### src/rtl/ars_pkg.sv
package ars_pkg;

  typedef enum logic [1:0] {
    ROUTE_DIRECT  = 2'd0,
    ROUTE_WINDOW  = 2'd1,
    ROUTE_BADADDR = 2'd2,
    ROUTE_MAPPED  = 2'd3
  } route_e;

  // Window configuration word layout
  localparam int WEN_KERN_BIT = 0;
  localparam int WEN_USER_BIT = 3;
  localparam int SEG32_LSB    = 29;
  localparam int SEG32_W      = 3;
  localparam int PSEG32_LSB   = 25;
  localparam int SEG64_W      = 4;

  localparam logic [2:0] PERM_ALL  = 3'b111;
  localparam logic [2:0] PERM_NONE = 3'b000;

endpackage

### src/rtl/ars_win_match.sv
module ars_win_match #(
  parameter int XLEN    = 64,
  parameter int VA_BITS = 48,
  parameter int PA_BITS = 48
) (
  input  logic [XLEN-1:0]    cfg_i,
  input  logic [XLEN-1:0]    va_i,
  input  logic               user_i,
  input  logic               mode64_i,
  output logic               hit_o,
  output logic [PA_BITS-1:0] pa_o
);
  import ars_pkg::*;

  localparam int SEG64_LSB = XLEN - SEG64_W;
  localparam logic [XLEN-1:0] VA_MASK = {{(XLEN-VA_BITS){1'b0}}, {VA_BITS{1'b1}}};

  logic             en;
  logic             seg_eq;
  logic [XLEN-1:0]  pa64;
  logic [XLEN-1:0]  pa32;

  always_comb begin
    en = user_i ? cfg_i[WEN_USER_BIT] : cfg_i[WEN_KERN_BIT];
    if (mode64_i)
      seg_eq = (cfg_i[XLEN-1:SEG64_LSB] == va_i[XLEN-1:SEG64_LSB]);
    else
      seg_eq = (cfg_i[SEG32_LSB +: SEG32_W] == va_i[SEG32_LSB +: SEG32_W]);
    hit_o = en & seg_eq;
    pa64  = va_i & VA_MASK;
    pa32  = XLEN'({cfg_i[PSEG32_LSB +: SEG32_W], va_i[SEG32_LSB-1:0]});
    pa_o  = mode64_i ? pa64[PA_BITS-1:0] : pa32[PA_BITS-1:0];
  end

endmodule

### src/rtl/ars_prio.sv
module ars_prio #(
  parameter int N       = 4,
  parameter int PA_BITS = 48,
  localparam int IDX_W  = (N > 1) ? $clog2(N) : 1
) (
  input  logic [N-1:0]         hit_i,
  input  logic [N*PA_BITS-1:0] pa_i,
  output logic                 any_o,
  output logic [IDX_W-1:0]     idx_o,
  output logic [PA_BITS-1:0]   pa_o
);

  always_comb begin
    any_o = 1'b0;
    idx_o = '0;
    pa_o  = '0;
    for (int i = N - 1; i >= 0; i--) begin
      if (hit_i[i]) begin
        any_o = 1'b1;
        idx_o = IDX_W'(i);
        pa_o  = pa_i[i*PA_BITS +: PA_BITS];
      end
    end
  end

endmodule

### src/rtl/ars_canon.sv
module ars_canon #(
  parameter int XLEN    = 64,
  parameter int VA_BITS = 48,
  parameter int CHK_W   = 16
) (
  input  logic [XLEN-1:0] va_i,
  output logic            ok_o
);
  logic [CHK_W-1:0] hi;

  always_comb begin
    hi   = va_i[VA_BITS +: CHK_W];
    ok_o = (&hi) | ~(|hi);
  end

endmodule

### src/rtl/addr_route_sel.sv
module addr_route_sel #(
  parameter int XLEN    = 64,
  parameter int VA_BITS = 48,
  parameter int PA_BITS = 48,
  parameter int NWIN    = 4,
  parameter int CHK_W   = 16,
  localparam int IDX_W  = (NWIN > 1) ? $clog2(NWIN) : 1
) (
  input  logic                 clk,
  input  logic                 rst,
  input  logic                 req_valid_i,
  input  logic [XLEN-1:0]      va_i,
  input  logic                 direct_en_i,
  input  logic                 paging_en_i,
  input  logic                 user_mode_i,
  input  logic                 mode64_i,
  input  logic [NWIN*XLEN-1:0] win_cfg_i,
  output logic                 rsp_valid_o,
  output logic [1:0]           route_o,
  output logic [IDX_W-1:0]     win_idx_o,
  output logic [PA_BITS-1:0]   pa_o,
  output logic [2:0]           perm_o
);
  import ars_pkg::*;

  logic [NWIN-1:0]         hit;
  logic [NWIN*PA_BITS-1:0] win_pa;
  logic                    any_hit;
  logic [IDX_W-1:0]        hit_idx;
  logic [PA_BITS-1:0]      hit_pa;
  logic                    canon_ok;

  for (genvar g = 0; g < NWIN; g++) begin : g_win
    ars_win_match #(
      .XLEN(XLEN), .VA_BITS(VA_BITS), .PA_BITS(PA_BITS)
    ) u_match (
      .cfg_i   (win_cfg_i[g*XLEN +: XLEN]),
      .va_i    (va_i),
      .user_i  (user_mode_i),
      .mode64_i(mode64_i),
      .hit_o   (hit[g]),
      .pa_o    (win_pa[g*PA_BITS +: PA_BITS])
    );
  end

  ars_prio #(.N(NWIN), .PA_BITS(PA_BITS)) u_prio (
    .hit_i(hit),
    .pa_i (win_pa),
    .any_o(any_hit),
    .idx_o(hit_idx),
    .pa_o (hit_pa)
  );

  ars_canon #(.XLEN(XLEN), .VA_BITS(VA_BITS), .CHK_W(CHK_W)) u_canon (
    .va_i(va_i),
    .ok_o(canon_ok)
  );

  route_e             nx_route;
  logic [IDX_W-1:0]   nx_idx;
  logic [PA_BITS-1:0] nx_pa;
  logic [2:0]         nx_perm;

  always_comb begin
    nx_route = ROUTE_MAPPED;
    nx_idx   = '0;
    nx_pa    = '0;
    nx_perm  = PERM_NONE;
    if (direct_en_i && !paging_en_i) begin
      nx_route = ROUTE_DIRECT;
      nx_pa    = va_i[PA_BITS-1:0];
      nx_perm  = PERM_ALL;
    end else if (any_hit) begin
      nx_route = ROUTE_WINDOW;
      nx_idx   = hit_idx;
      nx_pa    = hit_pa;
      nx_perm  = PERM_ALL;
    end else if (!canon_ok) begin
      nx_route = ROUTE_BADADDR;
    end
  end

  always_ff @(posedge clk) begin
    if (rst) begin
      rsp_valid_o <= 1'b0;
      route_o     <= '0;
      win_idx_o   <= '0;
      pa_o        <= '0;
      perm_o      <= '0;
    end else begin
      rsp_valid_o <= req_valid_i;
      if (req_valid_i) begin
        route_o   <= nx_route;
        win_idx_o <= nx_idx;
        pa_o      <= nx_pa;
        perm_o    <= nx_perm;
      end
    end
  end

endmodule

### config.mk
export PLATFORM = sky130hd
export DESIGN_NAME = addr_route_sel
export DESIGN_NICKNAME = d
export VERILOG_FILES = /design/src/rtl/ars_pkg.sv /design/src/rtl/ars_win_match.sv /design/src/rtl/ars_prio.sv /design/src/rtl/ars_canon.sv /design/src/rtl/addr_route_sel.sv
export SDC_FILE = /design/constraint.sdc
export NUM_CORES = 1
export LEC_CHECK = 0
export BUFFER_PORTS_ARGS = -buffer_cell sky130_fd_sc_hd__buf_2
export CAP_MARGIN = 5
export CORE_AREA = 2 2 149 151
export CTS_CLUSTER_SIZE = 30
export DETAILED_ROUTE_END_ITERATION = 10
export DIE_AREA = 0 0 151 153
export HOLD_SLACK_MARGIN = 0.05
export PLACE_DENSITY = 0.56
export SYNTH_ARGS = -nofsm -noshare
export SYNTH_HDL_FRONTEND = slang
export SYNTH_HIERARCHICAL = 1
export SYNTH_SLANG_ARGS = --single-unit
### constraint.sdc
create_clock -name clk -period 2.15 [get_ports clk]
set_input_delay 0.1075 -clock clk [delete_from_list [all_inputs] [get_ports clk]]
set_output_delay 0.1075 -clock clk [all_outputs]
set_load 0.02 [all_outputs]
==> results.json, run 1 <==
{
  "status": "finished, final reports clean",
  "placed_area_um2": 5980,
  "clock_skew_ps": 0,
  "synth_top_family_by_area": "compound AO/OA/AOI/OAI gates",
  "synth-xor-area-share_pct": 4.30,
  "ys_ff_latch": 54,
  "wire_per_inst_um": 15.6,
  "grt_pass1_wl_mm": 24.9,
  "drt_iter0_drc": 187,
  "syn-mean-instance-area_um2": 7.73,
  "rsz0062_at_grt": "no",
  "arrival_ps": 1930,
  "gr-usage-met3_pct": 2.54,
  "power.density_nw_per_um2": 498,
  "initial_core_util_pct": 26.5,
  "ys_seq_area_share_pct": 19.0,
  "hold_violations": 0,
  "clock_path_buffers": 2,
  "ir_worst_vdd_mv": 0.292,
  "path_cells": "buf_2 > xnor2_1 > nand4_2 > o22ai_4 > nor2_1 > nand2_2 > buf_4 > nand3_1 > a311oi_1",
  "layout-drive-gt1-share_pct": 35.8,
  "critPathRequiredTime_ps": 2360,
  "layout_common_cells": "buf_2, and2_1, nand2_1, dfxtp_1, nand3_1",
  "use_met1_pct": 17.8,
  "syn-num-nets": 1065,
  "crit_fanout": 14,
  "synth_compound_area_share_pct": 27.2,
  "syn_inst": 738,
  "stdcell_area_um2": 6130,
  "synth-simple-area-share_pct": 22.8,
  "die_w_um": 151,
  "use_met2_pct": 22.8,
  "cts.hold.buffers_added": 0,
  "crit_path_end_kind": "register",
  "core_area_um2": 21500,
  "route.detailed.drc": 0,
  "htreeDepth": 2,
  "hpwlAfterDp_mm": 11.4,
  "startpoint_type": "input port",
  "maxSlewViolCount": 0,
  "rrSetupSlack_ps": 1410,
  "io_buffers": 174,
  "dieArea_um2": 23100,
  "synth_cell_types": 36,
  "synth.area.mux_share_pct": 3.95,
  "maxCapViolations": 0,
  "grt_max_degree": 52,
  "drtAntennaViolNets": 0,
  "ctsResizeCount": 0,
  "drt_pass1_iterations": 4,
  "final_core_util_pct": 28.5,
  "syn_area_um2": 5700,
  "antenna_found_initial": 0,
  "power.leakage_uw": 0.00234,
  "grt_usage_pct": 13.5,
  "cp_slowest_cell": "xnor2_1",
  "grt_pass1_vias": 4568,
  "fin_crit_sh_pct": 79.9,
  "clockRootBuffer": "clkbuf_16",
  "critPathTopFamily": "compound AO/OA/AOI/OAI gates",
  "fmax_mhz": 582,
  "tightest_slew_ps": 548,
  "cts_sinks": 54,
  "cts_post_setup_buffers_inserted": 0,
  "relSlewSlack_pct": 63.5,
  "synthToLayoutAreaGrowth_pct": 7.53,
  "hold_path_class": "input port to register",
  "n_antenna_cell": 0,
  "path_class": "input port to register",
  "grt_overflow": 0,
  "pre_cts_slack_ps": 65.4,
  "vias": 5081,
  "io_pins": 383,
  "wirelength_mm": 16.2,
  "mostFrequentLayoutCell": "buf_2",
  "cts.clk_slew.worst_paths_ps": 80,
  "crit_buf_inv": 2,
  "setup_viol": 0,
  "gp_congestion": 0.705,
  "fin_ws_ps": 431,
  "nNetsFinal": 1086,
  "die_height_um": 153,
  "worst_skew_pair.late_latency_ps": 300,
  "synth_adder_area_share_pct": 0,
  "rows": 54,
  "crit_path_max_incr_delay_ps": 300,
  "tns_ps": 0,
  "via_per_inst": 4.89,
  "min_period_ps": 1720,
  "ys_warn_count": 6,
  "cts_buffers": 5,
  "grt_busiest_layer": "met2",
  "cts_tree": "done"
}
path summary, 6_finish.rpt:
| kind | from | to | cells past startpoint |
|---|---|---|---|
| setup / recovery | va_i[30] | pa_o[40]$_SDFFE_PP0P_ | 9 |
| hold / removal | va_i[46] | pa_o[46]$_SDFFE_PP0P_ | 3 |
| setup reg to reg | perm_o[1]$_SDFFE_PP0P_ | perm_o[1]$_SDFFE_PP0P_ | 3 |
| hold reg to reg | pa_o[11]$_SDFFE_PP0P_ | pa_o[11]$_SDFFE_PP0P_ | 2 |
cell type report:
class                      instances  area (µm²)
clock inverter                     2        17.5
timing repair buffer             198        1190
tap                              280         350
clock buffer                       6         139
sequential                        54        1080
multi-input combinational        498        3350
fill                            2366       15400
inverter                           2        7.51
per-stage QoR:
stage | hold WS [ps] | total power, µW | std cells
final | 89.6 | 3060 | 1040
after floorplan | 267 | 1930 | 738
after global routing | 87.4 | 3240 | 1040
after CTS | 75.9 | 3110 | 1040
after global placement | 406 | 2150 | 1032
after detailed placement | 413 | 2170 | 1032
layer usage:
metal  routed length [µm]  up-vias
met5                    0        -
met4                  150        0
met3                  944        6
met2                 7620      168
met1                 7490     2320
li1                     -     2587
kinds of logic after synthesis:
kind of cell | Yosys count
AOI/OAI and AO/OA | 200
DFF | 54
and+or+nand+nor | 254
muxes | 16
xor gates and xnor gates | 28
buffers and inverters | 186
synth_stat cells, drive strengths merged:
library cell / count / area, µm²
or4: 1 / 7.51
and2b: 1 / 7.51
inv: 2 / 7.51
and2: 66 / 413
and3b: 1 / 8.76
o211ai: 1 / 7.51
a22oi: 47 / 403
nand3b: 1 / 7.51
nand4: 9 / 81.3
buf: 167 / 1230
nand2b: 2 / 12.5
mux2: 16 / 225
nor3: 1 / 5.00
o22ai: 52 / 350
nor4: 4 / 25.0
a32oi: 2 / 17.5
a31oi: 11 / 68.8
a21oi: 49 / 245
nand3: 56 / 300
xnor2: 28 / 245
nand2: 63 / 236
nor2: 47 / 176
dfxtp: 54 / 1080
a311oi: 38 / 458
nor2b: 1 / 13.8
or3: 1 / 6.26
clkbuf: 17 / 63.8
state kept, by name, indices dropped and copies added, names as in the netlist:
signal / cells
pa_o: 48
perm_o: 1
route_o: 2
rsp_valid_o: 1
win_idx_o: 2
where the power goes:
part / internal [µW] / switching (µW) / leakage (µW)
clock: 471 / 448 / 0.0000770
sequential: 1060 / 27.7 / 0.000444
combinational: 440 / 614 / 0.00182
total: 1970 / 1090 / 0.00234
tightest hold or removal path, stage by stage:
cell     delay, ps
buf_2          120
nand2_1         50
a31oi_1         70
Power figures use the tool's default switching activity.
==> run 2, diff against run 1 <==
- ABC_AREA: default -> 1
- CORE_AREA: 2 2 149 151 -> 2 2 148 150
- DIE_AREA: 0 0 151 153 -> 0 0 150 152
- PLACE_DENSITY: 0.56 -> 0.65
- clock period: 2.15 -> 1.51 ns (I/O delays scaled with it)
==> run 2 against run 1 <==
Count of clock-buffer cells in the layout shrank 1. Sequential power rose by 44%. Die area decreased by 1.3%. Clock skew stayed put. Sequential cell count unchanged. Critical path depth is 5 higher. Combinational power rose by 140%. Via count rose by 55%. Total power is 74% higher. Final cell count increased by 63%. Sequential share of layout area is 5.0 points lower. Critical endpoint is now pa_o[29]$_SDFFE_PP0P_.
==> results.json, run 2 <==
{
  "status": "finished, final reports clean",
  "nNetsFinal": 1741,
  "cts.clk_slew.worst_paths_ps": 90,
  "gr-usage-met3_pct": 2.49,
  "syn-mean-instance-area_um2": 5.15,
  "synthToLayoutAreaGrowth_pct": 23.4,
  "core_area_um2": 21400,
  "wire_per_inst_um": 14.1,
  "grt_busiest_layer": "met2",
  "crit_fanout": 10,
  "fmax_mhz": 678,
  "min_period_ps": 1480,
  "hpwlAfterDp_mm": 14.9,
  "drt_iter0_drc": 535,
  "synth_compound_area_share_pct": 7.63,
  "maxCapViolations": 0,
  "cts_tree": "done",
  "tns_ps": 0,
  "setup_viol": 0,
  "synth_area_leaders": "nand2_1, dfxtp_1, buf_4",
  "route.detailed.drc": 0,
  "synth-xor-area-share_pct": 0.504,
  "startpoint_type": "input port",
  "finalPower_uw": 5330,
  "whs_path_depth": 5,
  "maxSlewViolCount": 0,
  "clock_skew_ps": 0,
  "min_to": "pa_o[28]$_SDFFE_PP0P_",
  "ys.flop_type": "dfxtp_1",
  "ir_worst_vdd_mv": 0.456,
  "placed_cells": 1654,
  "tightest_slew_ps": 452,
  "placed_area_um2": 7410,
  "power.leakage_uw": 0.00512,
  "power.density_nw_per_um2": 621,
  "via_per_inst": 4.66,
  "crit_path_end_kind": "register",
  "vias": 7897,
  "rsz0062_at_grt": "yes",
  "initial_core_util_pct": 32.6,
  "ys_warn_count": 6,
  "gp_congestion": 0.880,
  "synth_cell_types": 23,
  "grt_pass1_vias": 6878,
  "synth_edf_count": 0,
  "synthTopCellsByCount": "nand2_1, inv_1, nor2_1, buf_4, a21oi_1",
  "htreeDepth": 2,
  "r2r_cells": 4,
  "yosys.area.top_type": "nand2_1",
  "grt_overflow": 0,
  "synth_top_family_by_area": "simple AND/OR/NAND/NOR gates",
  "drt_pass1_iterations": 5,
  "syn-num-nets": 1677,
  "synth_adder_area_share_pct": 0,
  "synth-simple-area-share_pct": 46.4,
  "synth_most_common_cell": "nand2_1",
  "critPathRequiredTime_ps": 1710,
  "regMostFlops": "pa_o",
  "grt_usage_pct": 17.8,
  "synth_top_cell_area_share_pct": 29.5,
  "wirelength_mm": 24.0,
  "die_height_um": 152,
  "synth.area.mux_share_pct": 0.648,
  "syn_area_um2": 6950,
  "syn_inst": 1350,
  "clockRootBuffer": "clkbuf_16",
  "stdcell_area_um2": 8580,
  "use_met2_pct": 30.0,
  "rows": 54,
  "timing.rr.start": "pa_o[27]$_SDFFE_PP0P_",
  "die_w_um": 150,
  "largest_reg_flops": 48,
  "antenna_found_initial": 2,
  "ys_ff_latch": 54,
  "io_buffers": 174,
  "fin_crit_sh_pct": 97.7,
  "path_class": "input port to register",
  "layout_common_cells": "nand2_1, buf_2, inv_1, nor2_1, nand3_1",
  "cts_buffers": 5,
  "hold_start": "va_i[28]",
  "io_pins": 383,
  "relSlewSlack_pct": 69.9,
  "hold_violations": 0,
  "worst_skew_pair.late_latency_ps": 300,
  "synthArstFlopShare_pct": 0,
  "arrival_ps": 1680,
  "fin_cells": 1696,
  "layout-drive-gt1-share_pct": 26.1,
  "grt_pass1_wl_mm": 33.4,
  "rrSetupSlack_ps": 780,
  "use_met1_pct": 22.8,
  "cts_sinks": 54,
  "clock_path_buffers": 2,
  "dieArea_um2": 22800,
  "ys_seq_area_share_pct": 15.5,
  "drtAntennaViolNets": 0,
  "grt_max_degree": 69,
  "mostFrequentLayoutCell": "nand2_1",
  "top_regs": "pa_o (48), route_o (2), win_idx_o (2)",
  "hold_path_class": "input port to register",
  "reg2reg_to": "pa_o[27]$_SDFFE_PP0P_"
}
run 2: changes by cell type in the layout (fill, tap and decap cells not counted), sizes merged, moves of 46 or more:
cell,change
a21oi,+46
a22oi,-47
and2,-66
inv,+172
nand2,+485
nor2,+110
o22ai,-52
run 2: critical path: stages:
cell	delay, ps
clkbuf_4	150
mux2_4	320
nand2_2	90
nor2_4	50
buf_12	150
buf_4	180
a21oi_1	160
nand2_1	70
nand2_1	60
nand2_1	80
nand3_1	100
nand3_1	80
nand2_1	70
inv_1	50
run 2: how the worst max path moves through the flow:
stage               slack [ps]                         to      startpoint
floorplan                    3     perm_o[1]$_SDFFE_PP0P_     user_mode_i
global placement          -290       pa_o[5]$_SDFFE_PP0P_        va_i[60]
detailed placement        -330  win_idx_o[0]$_SDFFE_PP0P_        va_i[60]
CTS                          1       pa_o[5]$_SDFFE_PP0P_        va_i[60]
global route              -100      pa_o[15]$_SDFFE_PP0P_  win_cfg_i[124]
finish                      30      pa_o[29]$_SDFFE_PP0P_     user_mode_i
run 2: metrics by stage:
stage	setup WS (ps)	hold WS [ps]	util [%]
after floorplan	2.57	297	-
after global placement	-286	447	34.7
after detailed placement	-332	452	34.7
after CTS	1.31	123	35.5
after global routing	-103	150	40.2
final	34.2	126	40.2
run 2: per-layer routing:
layer  part of all wire, %  vias to the layer above  wire length (µm)
met1                    43                     3453             10400
li1                      -                     4064                 -
met3                   7.1                       52              1690
met2                    46                      326             11000
met4                   3.6                        2               863
met5                 0.054                        -                13
run 2: timing repair:
action | in CTS | in global routing
setup buffers | 0 | 11
hold buffers | 0 | 0
gates resized for setup | 1 | 134
setup endpoints to repair | 2 | 52
pin swaps | 1 | 47
cloned | 1 | 22
run 2: cell families (layout without fill, tap and decap cells):
group,count (synthesis),in the layout
AO/OA/AOI/OAI,105,105
XOR/XNOR,4,4
buffers and inverters,372,435
flip-flops,54,54
multiplexers,4,4
other,0,1
AND/OR/NAND/NOR,811,813
run 2: cell type report:
type	count	area [µm²]
well taps	280	350
clock inverters	3	28.8
diodes	1	2.50
inverters	175	693
multi-input cells	926	4170
fillers	2346	12800
repair buffers	252	2130
flip-flops and latches	54	1080
clock buffers	5	125
run 2: power by group:
group          leakage (µW)  total [µW]  switching [µW]  internal [µW]
Combinational       0.00460        2490            1460           1030
Clock             0.0000759        1280             639            636
Sequential         0.000442        1560            51.0           1510
Total               0.00512        5330            2150           3180
